## src/rtl/csr_unit_pkg.sv

```systemverilog
package csr_unit_pkg;
  parameter int XLEN    = 64;
  parameter int NUM_CNT = 32;
  localparam int IDX_W  = $clog2(NUM_CNT);

  typedef enum logic [1:0] {
    PRIV_U   = 2'd0,
    PRIV_S   = 2'd1,
    PRIV_RSV = 2'd2,
    PRIV_M   = 2'd3
  } priv_e;

  typedef enum logic [3:0] {
    CL_NONE, CL_CNT, CL_STATUS, CL_ISA, CL_MMASK,
    CL_SMASK, CL_IE, CL_IP, CL_ID
  } cls_e;

  localparam logic [11:0] AD_STATUS = 12'h300;
  localparam logic [11:0] AD_ISA    = 12'h301;
  localparam logic [11:0] AD_IE     = 12'h304;
  localparam logic [11:0] AD_MMASK  = 12'h306;
  localparam logic [11:0] AD_SMASK  = 12'h106;
  localparam logic [11:0] AD_IP     = 12'h344;
  localparam logic [11:0] AD_ID0    = 12'hF11;
  localparam logic [11:0] AD_ID1    = 12'hF12;
  localparam logic [11:0] AD_ID2    = 12'hF13;
  localparam logic [11:0] AD_CNT    = 12'hC00;

  localparam int IDX_TIME    = 1;
  localparam int IDX_INSTRET = 2;

  function automatic cls_e classify(input logic [11:0] a);
    cls_e c;
    if (a[11:IDX_W] == AD_CNT[11:IDX_W]) c = CL_CNT;
    else begin
      case (a)
        AD_STATUS:              c = CL_STATUS;
        AD_ISA:                 c = CL_ISA;
        AD_IE:                  c = CL_IE;
        AD_MMASK:               c = CL_MMASK;
        AD_SMASK:               c = CL_SMASK;
        AD_IP:                  c = CL_IP;
        AD_ID0, AD_ID1, AD_ID2: c = CL_ID;
        default:                c = CL_NONE;
      endcase
    end
    return c;
  endfunction
endpackage

```

## src/rtl/csr_counters.sv

```systemverilog
module csr_counters
  import csr_unit_pkg::*;
#(
  parameter int W = XLEN
) (
  input  logic         clk,
  input  logic         rst_n,
  input  logic         retire,
  output logic [W-1:0] cycle_q,
  output logic [W-1:0] instret_q
);
  always_ff @(posedge clk) begin
    if (!rst_n) begin
      cycle_q   <= '0;
      instret_q <= '0;
    end else begin
      cycle_q <= cycle_q + W'(1);
      if (retire) instret_q <= instret_q + W'(1);
    end
  end

  assert_cycle_step_R2: assert property (@(posedge clk) disable iff (!rst_n)
    $past(rst_n) |-> cycle_q == $past(cycle_q) + W'(1));

  assert_instret_step_R3: assert property (@(posedge clk) disable iff (!rst_n)
    ($past(rst_n) && $past(retire)) |-> instret_q == $past(instret_q) + W'(1));

  assert_instret_hold_R3: assert property (@(posedge clk) disable iff (!rst_n)
    ($past(rst_n) && !$past(retire)) |-> $stable(instret_q));
endmodule

```

## src/rtl/csr_state.sv

```systemverilog
module csr_state
  import csr_unit_pkg::*;
#(
  parameter int          W       = XLEN,
  parameter int          NCNT    = NUM_CNT,
  parameter logic [25:0] EXT_SET = 26'h014112D
) (
  input  logic            clk,
  input  logic            rst_n,
  input  cls_e            cls,
  input  logic            wr_en,
  input  logic [W-1:0]    wdata,
  input  logic            priv_load,
  input  logic [1:0]      priv_next,
  output logic [W-1:0]    status_q,
  output logic [W-1:0]    isa_q,
  output logic [NCNT-1:0] mmask_q,
  output logic [NCNT-1:0] smask_q,
  output priv_e           priv_q
);
  localparam logic [W-1:0] ISA_RST =
    (W'(2) << (W - 2)) | W'(EXT_SET);
  localparam logic [W-1:0] STATUS_RST =
    (W'(2) << 32) | (W'(2) << 34) | (W'(1) << 13);
  localparam logic [NCNT-1:0] MASK_RST = NCNT'(7);

  always_ff @(posedge clk) begin
    if (!rst_n) begin
      status_q <= STATUS_RST;
      isa_q    <= ISA_RST;
      mmask_q  <= MASK_RST;
      smask_q  <= MASK_RST;
      priv_q   <= PRIV_M;
    end else begin
      if (wr_en) begin
        case (cls)
          CL_STATUS: status_q <= wdata;
          CL_ISA:    isa_q    <= wdata;
          CL_MMASK:  mmask_q  <= wdata[NCNT-1:0];
          CL_SMASK:  smask_q  <= wdata[NCNT-1:0];
          default: ;
        endcase
      end
      if (priv_load && priv_e'(priv_next) != PRIV_RSV)
        priv_q <= priv_e'(priv_next);
    end
  end

  assert_cnt_write_dropped_R7: assert property (@(posedge clk) disable iff (!rst_n)
    (wr_en && cls == CL_CNT) |=>
      ($stable(status_q) && $stable(isa_q) && $stable(mmask_q) && $stable(smask_q)));

  assert_bad_addr_no_state_R9: assert property (@(posedge clk) disable iff (!rst_n)
    (wr_en && cls == CL_NONE) |=>
      ($stable(status_q) && $stable(isa_q) && $stable(mmask_q) && $stable(smask_q)));

  assert_priv_legal_R11: assert property (@(posedge clk) disable iff (!rst_n)
    priv_q != PRIV_RSV);
endmodule

```

## src/rtl/csr_readmux.sv

```systemverilog
module csr_readmux
  import csr_unit_pkg::*;
#(
  parameter int W    = XLEN,
  parameter int NCNT = NUM_CNT
) (
  input  logic            clk,
  input  logic            rst_n,
  input  cls_e            cls,
  input  logic [IDX_W-1:0] idx,
  input  logic            rd_en,
  input  logic            wr_en,
  input  priv_e           priv,
  input  logic [NCNT-1:0] mmask,
  input  logic [NCNT-1:0] smask,
  input  logic [W-1:0]    cycle,
  input  logic [W-1:0]    instret,
  input  logic [W-1:0]    time_in,
  input  logic [W-1:0]    status,
  input  logic [W-1:0]    isa,
  input  logic [W-1:0]    pend_rd,
  input  logic [W-1:0]    en_rd,
  output logic [W-1:0]    rdata,
  output logic            illegal
);
  logic [W-1:0] src [NCNT];
  logic         granted;
  logic [W-1:0] raw;

  for (genvar g = 0; g < NCNT; g++) begin : g_src
    if (g == IDX_TIME) begin : g_time
      assign src[g] = time_in;
    end else if (g == IDX_INSTRET) begin : g_ret
      assign src[g] = instret;
    end else begin : g_cyc
      assign src[g] = cycle;
    end
  end

  always_comb begin
    case (priv)
      PRIV_M:  granted = 1'b1;
      PRIV_S:  granted = mmask[idx];
      PRIV_U:  granted = smask[idx];
      default: granted = 1'b0;
    endcase
  end

  always_comb begin
    case (cls)
      CL_CNT:    raw = granted ? src[idx] : '0;
      CL_STATUS: raw = status;
      CL_ISA:    raw = isa;
      CL_MMASK:  raw = W'(mmask);
      CL_SMASK:  raw = W'(smask);
      CL_IE:     raw = en_rd;
      CL_IP:     raw = pend_rd;
      default:   raw = '0;
    endcase
  end

  assign rdata   = rd_en ? raw : '0;
  assign illegal = (rd_en | wr_en) && cls == CL_NONE;

  assert_bad_addr_reads_zero_R9: assert property (@(posedge clk) disable iff (!rst_n)
    illegal |-> rdata == '0);

  assert_idle_port_zero_R12: assert property (@(posedge clk) disable iff (!rst_n)
    !rd_en |-> rdata == '0);

  assert_user_mask_only_R5: assert property (@(posedge clk) disable iff (!rst_n)
    (rd_en && cls == CL_CNT && priv == PRIV_U && !smask[idx]) |-> rdata == '0);

  assert_gated_no_flag_R6: assert property (@(posedge clk) disable iff (!rst_n)
    (cls == CL_CNT) |-> !illegal);
endmodule

```

## src/rtl/csr_unit.sv

```systemverilog
module csr_unit
  import csr_unit_pkg::*;
(
  input  logic        clk,
  input  logic        rst_n,
  input  logic [11:0] csr_addr,
  input  logic        csr_rd_en,
  input  logic        csr_wr_en,
  input  logic [63:0] csr_wdata,
  output logic [63:0] csr_rdata,
  output logic        csr_illegal,
  input  logic        priv_load,
  input  logic [1:0]  priv_next,
  output logic [1:0]  priv_cur,
  input  logic        retire,
  input  logic [63:0] time_in,
  output logic        irq_pend_wr,
  output logic        irq_en_wr,
  output logic [63:0] irq_wdata,
  input  logic [63:0] irq_pend_rd,
  input  logic [63:0] irq_en_rd
);
  localparam int W = XLEN;

  cls_e               cls;
  logic [W-1:0]       cycle_q, instret_q, status_q, isa_q;
  logic [NUM_CNT-1:0] mmask_q, smask_q;
  priv_e              priv_q;

  assign cls = classify(csr_addr);

  csr_counters #(.W(W)) u_cnt (
    .clk(clk), .rst_n(rst_n), .retire(retire),
    .cycle_q(cycle_q), .instret_q(instret_q)
  );

  csr_state #(.W(W), .NCNT(NUM_CNT)) u_state (
    .clk(clk), .rst_n(rst_n), .cls(cls), .wr_en(csr_wr_en), .wdata(csr_wdata),
    .priv_load(priv_load), .priv_next(priv_next),
    .status_q(status_q), .isa_q(isa_q), .mmask_q(mmask_q), .smask_q(smask_q),
    .priv_q(priv_q)
  );

  csr_readmux #(.W(W), .NCNT(NUM_CNT)) u_rd (
    .clk(clk), .rst_n(rst_n), .cls(cls), .idx(csr_addr[IDX_W-1:0]),
    .rd_en(csr_rd_en), .wr_en(csr_wr_en), .priv(priv_q),
    .mmask(mmask_q), .smask(smask_q), .cycle(cycle_q), .instret(instret_q),
    .time_in(time_in), .status(status_q), .isa(isa_q),
    .pend_rd(irq_pend_rd), .en_rd(irq_en_rd),
    .rdata(csr_rdata), .illegal(csr_illegal)
  );

  assign priv_cur    = priv_q;
  assign irq_pend_wr = csr_wr_en && cls == CL_IP;
  assign irq_en_wr   = csr_wr_en && cls == CL_IE;
  assign irq_wdata   = csr_wdata;

  assert_fwd_exclusive_R8: assert property (@(posedge clk) disable iff (!rst_n)
    !(irq_pend_wr && irq_en_wr));

  assert_fwd_only_on_write_R8: assert property (@(posedge clk) disable iff (!rst_n)
    (irq_pend_wr || irq_en_wr) |-> csr_wr_en);
endmodule

```

## config.mk

```make
export PLATFORM = sky130hd
export DESIGN_NAME = csr_unit
export DESIGN_NICKNAME = d
export VERILOG_FILES = /design/src/rtl/csr_unit_pkg.sv /design/src/rtl/csr_counters.sv /design/src/rtl/csr_state.sv /design/src/rtl/csr_readmux.sv /design/src/rtl/csr_unit.sv
export SDC_FILE = /design/constraint.sdc
export NUM_CORES = 1
export LEC_CHECK = 0
export BUFFER_PORTS_ARGS = -buffer_cell sky130_fd_sc_hd__buf_2
export CORE_UTILIZATION = 47
export DETAILED_ROUTE_END_ITERATION = 6
export GPL_TIMING_DRIVEN = 0
export PLACE_DENSITY = 0.79
export SYNTH_ARGS = -nofsm -noshare
export SYNTH_HDL_FRONTEND = slang
export SYNTH_SLANG_ARGS = --single-unit
```

## constraint.sdc

```tcl
create_clock -name clk -period 6.1 [get_ports clk]
set_clock_uncertainty 0.15 [all_clocks]
set_input_delay 0.61 -clock clk [delete_from_list [all_inputs] [get_ports clk]]
set_output_delay 0.61 -clock clk [all_outputs]
set_load 0.02 [all_outputs]
```

==> run metrics, run 1 <==
outcome=finished, violations left; failing checks=design-rule violations; Post-Syn Area per Cell=8.354 um^2; Clock Root Buffer=clkbuf_16; mux cell area share after synthesis=2.776%; asr flop ratio synth=0%; placed cell areas=22080 um^2; Max-cap violations=0; die height=205.1 um; RSZ-0062 raised after global routing=no; CTS clk-pin slew, worst paths=60 ps; Remaining DRCs=4; PnR worst setup slack=1531 ps; pin count of the biggest net entering global routing=14; PortBufs=406; critical path class=in2out; post-route minimum period=4569 ps; most common cell after layout, fill and taps aside=nand2_1; hold endpoint=u_state.priv_q[0]; XOR/XNOR share of the synthesized area=4.654%; clk sinks=322; largest family of logic cells by synthesized area=compound AO/OA/AOI/OAI gates; # IOs=409; DR WL/cell=24.64 um; simple-gate area share of the yosys netlist=24.14%; Pre-antenna DRT Iters=7; pre-CTS setup slack=1657 ps; relative slew slack=37.31%; worst-margin pin slew=940.3 ps; GR Util All Layers=37.81%; # rows=74; fin util=57.12%; crit end category=primary output; share of the yosys chip area belonging to registers=33.26%; DRT antenna net count=0; worst path arrival time=3810 ps; design area=23270 um^2; CTS Buf Count=38; Setup TNS=0 ps; clock buffer depth=3; CTS tree=yes; #FFs+latches synth=322; FF-to-FF End=u_cnt.cycle_q[63]; WP data required=5340 ps; max-slew violations=0; vias in the first global route=19490; # resized after CTS=0; DRT Wirelength=81940 um; floorplan core area=40740 um^2; period utilisation layout=74.91%; Worst Hold Launch=priv_next[0]; Via-to-Cell Ratio=6.191; clk_lat worst skew=560 ps; area of the multi-input gates=11440 um^2; post-synthesis cell area=19380 um^2; Final Instance Count excl. Fillers=3326; PD cells=206.7 nW/um^2; via count=20590; starting density of the core=47.58%; post-synthesis cell count=2320; fillers=3691; Post-Syn Nets=2598; hold-fix buffers at CTS=0; Peak Freq=218.9 MHz; RePlAce Congestion=1.014; start point of the critical path=csr_addr[2]; First DRT Iteration DRCs=2457; yosys synthesis warning count=0; RR Startpoint=u_cnt.cycle_q[7]; gr ovfl total=0; crit path launch type=primary input; first-pass GRT wire length=119100 um; Die Wd=205.1 um; Hold WS=143.7 ps; initial antenna violation count=5; Synth Area in Compound Gates=27.31%; Register-to-Register Path Depth=8; share of layout cells above drive strength 1=25.09%; dpl cells=3258; most frequent cells in the layout=nand2_1, buf_2, dfxtp_1; distinct cell type count after synthesis=74; Setup Fix Bufs, Post-CTS=0; R2R setup slack=3290 ps; area grow syn2layout=20.06%; Final Setup Violations=0; Final nets=3044; die area=42060 um^2; adder-cell share of the synthesized area=0.1291%; Top FF cell, synth=dfxtp_1; Final Total Pwr=4.809 mW; HPWL after DPL=63330 um; Hold WC Path Type=in2reg; Hold Path Stages=3; Storage cell area=6446 um^2; Static Leak=8.764 nW; Hold Fails Final Rpt=0; critical path peak fanout=10; number of flops mapped to enable cells by yosys=0; Max H-tree Level=2; Peak VDD IR=0.1678 mV
==> state kept, by name, indices dropped and copies added (netlist names) <==
register,count
u_cnt.cycle_q,64
u_cnt.instret_q,64
u_state.isa_q,64
u_state.status_q,64
u_state.mmask_q,32
u_state.smask_q,32
u_state.priv_q,2
==> layer usage <==
layer / vias to the layer above / part of all wire (%) / global-route usage (%)
met5: - / 0.0098 / 0
li1: 9254 / - / -
met3: 249 / 11 / 8.447
met2: 1253 / 46 / 60.01
met1: 9832 / 39 / 48.23
met4: 2 / 5.0 / 18.57
==> cells in the mapped netlist, drive strengths merged (6+ instances only) <==
cell / n / share of area (%)
a211oi: 66 / 2.6
a21boi: 192 / 7.4
a21o: 15 / 0.58
a21oi: 6 / 0.15
a221oi: 20 / 0.90
a222oi: 51 / 2.6
a22o: 32 / 1.4
a22oi: 13 / 0.50
a2bb2oi: 12 / 0.54
a31oi: 12 / 0.39
and2: 108 / 3.5
and3: 22 / 0.71
and4: 14 / 0.63
buf: 135 / 4.7
clkbuf: 132 / 2.6
dfxtp: 322 / 33
inv: 24 / 0.46
mux2: 16 / 0.93
mux4: 15 / 1.7
nand2: 468 / 9.1
nand2b: 59 / 1.9
nand3: 59 / 1.6
nand4: 34 / 1.3
nor2: 28 / 0.59
nor2b: 12 / 0.39
nor3: 37 / 1.0
nor4: 39 / 2.1
o21ai: 25 / 0.65
o22ai: 65 / 2.1
o2bb2ai: 72 / 4.2
o31ai: 62 / 2.4
or3: 23 / 0.74
xnor2: 54 / 2.4
xor2: 49 / 2.2
==> where the power goes <==
| part | internal, mW | total [mW] | leakage, nW | switching, mW |
|---|---|---|---|---|
| combinational | 0.181 | 0.464 | 5.58 | 0.283 |
| clock | 1.28 | 2.23 | 0.585 | 0.950 |
| sequential | 2.11 | 2.11 | 2.59 | 0.00683 |
==> cell families (layout without fill, tap and decap cells) <==
logic type / after synthesis / after routing
AOI/OAI and AO/OA: 654 / 654
xor gates and xnor gates: 103 / 103
adders and majority gates: 2 / 2
buffers and inverters: 291 / 761
DFF: 322 / 322
muxes: 33 / 33
other: 0 / 4
and+or+nand+nor: 915 / 915
==> final cells by class <==
| type | count | share of cell area (%) |
|---|---|---|
| repair buffers | 406 | 8.732 |
| diodes | 4 | 0.04302 |
| plain buffers | 267 | 6.054 |
| inverters | 24 | 0.3871 |
| flip-flops and latches | 322 | 27.70 |
| clock inverters | 13 | 0.4248 |
| well taps | 532 | 2.861 |
| clock buffers | 51 | 4.646 |
| multi-input cells | 1707 | 49.15 |
==> worst max-delay path by stage <==
| stage | to | slack (ps) | depth (start not counted) |
|---|---|---|---|
| 2_1_floorplan | csr_rdata[42] | 2880 | 11 |
| 3_3_place_gp | csr_rdata[12] | 1690 | 12 |
| 3_5_place_dp | csr_rdata[12] | 1660 | 12 |
| 4_1_cts | csr_rdata[12] | 1650 | 12 |
| 5_1_grt | csr_rdata[12] | 1500 | 12 |
| 6_report | csr_rdata[31] | 1530 | 9 |
==> critical path, stage by stage <==
cell	delay, ps
buf_2	150
buf_2	230
or3_1	500
nor2_2	530
clkbuf_1	480
o22ai_1	140
a211oi_1	530
o2bb2ai_1	350
buf_2	270
Power figures use the tool's default switching activity.
==> inputs of run 2 (changes only) <==
--- a/config.mk
+++ b/config.mk
@@ -9,7 +9,7 @@
 export CORE_UTILIZATION = 47
 export DETAILED_ROUTE_END_ITERATION = 6
 export GPL_TIMING_DRIVEN = 0
-export PLACE_DENSITY = 0.79
+export PLACE_DENSITY = 0.82
 export SYNTH_ARGS = -nofsm -noshare
 export SYNTH_HDL_FRONTEND = slang
 export SYNTH_SLANG_ARGS = --single-unit
==> constraint.sdc (replaced) <==
create_clock -name clk -period 4 [get_ports clk]
set_clock_uncertainty 0.15 [all_clocks]
set_input_delay 0.4 -clock clk [delete_from_list [all_inputs] [get_ports clk]]
set_output_delay 0.4 -clock clk [all_outputs]
set_load 0.02 [all_outputs]
==> run metrics, run 2 (same netlist as run 1, synthesis figures left out) <==
outcome=finished, violations left; failing checks=design-rule violations, negative setup slack; starting density of the core=47.58% (unchanged); most common cell after layout, fill and taps aside=nand2_1; PnR worst setup slack=-24.22 ps (-1555 ps); crit path launch type=primary input; Crit path buffers/inverters=6 (+2); Peak VDD IR=0.2207 mV (+32%); period utilisation layout=100.6%; worst-margin pin slew=1152 ps (+211.6 ps); HPWL after DPL=63550 um (+0.35%); CTS Buf Count=38 (unchanged); most frequent cells in the layout=nand2_1, buf_2, dfxtp_1; CP peak stage delay=610 ps (+80 ps); first-pass GRT wire length=120900 um (+1.5%); critical path peak fanout=10 (unchanged); WP data required=3450 ps (-1890 ps); clock buffer depth=3 (unchanged); Peak Freq=248.5 MHz; DR WL/cell=24.67 um (+0.14%); Remaining DRCs=6 (+2); RePlAce Congestion=0.9958 (-1.8%); Max-cap violations=0 (unchanged); CP delay by family, top=buffers and inverters; worst path arrival time=3470 ps (-340 ps); GR Util All Layers=38.29% (+0.48 points); Final nets=3093 (+1.6%); clk_lat worst skew=560 ps (about the same); Final Setup Violations=1 (+1); initial antenna violation count=5 (unchanged); CTS clk-pin slew, worst paths=60 ps (about the same); clk sinks=322 (unchanged); cell mode on critical path=buf_2; critical path class=in2out; Hold Fails Final Rpt=0 (unchanged); die height=205.1 um (unchanged); PD cells=315.1 nW/um^2 (+52%); share of layout cells above drive strength 1=24.86% (-0.23 points); die area=42060 um^2 (unchanged); Die Wd=205.1 um (unchanged); pin count of the biggest net entering global routing=13 (-1); floorplan core area=40740 um^2 (unchanged); PortBufs=406 (unchanged); DRT antenna net count=0 (unchanged); Max H-tree Level=2 (unchanged); Crit-path slowest cell=clkbuf_1; DRT Wirelength=83320 um (+1.7%); # IOs=409 (unchanged); # rows=74 (unchanged); post-route minimum period=4024 ps; Hold WS=10.05 ps (-133.6 ps); max-slew violations=0 (unchanged); CP Cell Sequence=buf_2 > buf_2 > buf_4 > inv_1 > nor3_4 > clkbuf_1 > a221oi_1 > o2bb2ai_2 > buf_2; pre-CTS setup slack=-21.70 ps (-1679 ps); Static Leak=9.015 nW (+2.9%); Hold WC Path Type=in2reg; Clock Root Buffer=clkbuf_16; Setup Fix Bufs, Post-CTS=0 (unchanged); via count=21160 (+2.8%); CTS tree=yes; relative slew slack=22.62% (-15 points); Via-to-Cell Ratio=6.265 (+1.2%); gr ovfl total=0 (unchanged); crit end category=primary output; area grow syn2layout=23.12%; Pre-antenna DRT Iters=7 (unchanged); fin util=58.58% (+1.5 points); First DRT Iteration DRCs=2657 (+8.1%); vias in the first global route=20010 (+2.6%)
run 2: cell types whose count changed in the layout (fill, tap and decap cells not counted), sizes merged:
cell,delta
inv,-1
clkbuf,+9
clkinv,-7
dlygate4sd3,+49
diode,+1
run 2: final timing paths:
| path | slack (ps) | startpoint | end | depth (start not counted) |
|---|---|---|---|---|
| hold / removal | 10 | priv_next[1] | u_state.priv_q[1] | 3 |
| setup / recovery | -20 | csr_addr[2] | csr_rdata[4] | 9 |
| setup reg to reg | 1230 | u_cnt.cycle_q[2] | u_cnt.cycle_q[63] | 8 |
| hold reg to reg | 300 | u_state.isa_q[34] | u_state.isa_q[34] | 2 |
run 2: stage by stage:
| stage | setup TNS (ps) | std cells | total power [mW] | cell area, um^2 |
|---|---|---|---|---|
| 2_1_floorplan | 0 | 2320 | 3.620 | 19380 |
| 3_3_place_gp | -34.01 | 3258 | 3.977 | 22080 |
| 3_5_place_dp | -50.64 | 3258 | 3.981 | 22080 |
| 4_1_cts | 0 | 3372 | 7.493 | 23830 |
| 5_1_grt | -0.06506 | 3377 | 7.676 | 23860 |
| 6_report | -24.22 | 3377 | 7.519 | 23860 |
run 2: cell type report:
cell class,instances,area (um^2)
Clock buffer,60,1197
Clock inverter,5,55.05
Buffer,267,1415
Tap cell,532,665.6
Multi-Input combinational cell,1707,11460
Timing Repair Buffer,455,2522
Fill cell,3567,16870
Inverter,24,90.09
Antenna cell,5,12.51
Sequential cell,322,6446
run 2: worst min-delay path, stage by stage:
cell and delay, ps:
buf_2 70, nor2b_1 50, o21ai_0 150
run 2: power by group:
| part | internal [mW] | leakage [nW] | switching, mW |
|---|---|---|---|
| Sequential | 3.21 | 2.59 | 0.0110 |
| Combinational | 0.308 | 5.81 | 0.443 |
| Clock | 2.11 | 0.610 | 1.44 |
run 2: timing repair:
item,4_1_cts,5_1_grt
pin swaps,0,0
endpoints found under the hold margin,104,0
resized for setup,2,11
hold buffers,49,0
setup endpoints to repair,3,23
run 2: per-layer routing:
metal	global-route usage (%)	routed length [um]	vias to the layer above
met4	18.78	4199	0
li1	-	-	9360
met1	48.34	31390	10120
met2	61.32	38150	1407
met3	8.654	9574	267
met5	0	0	-
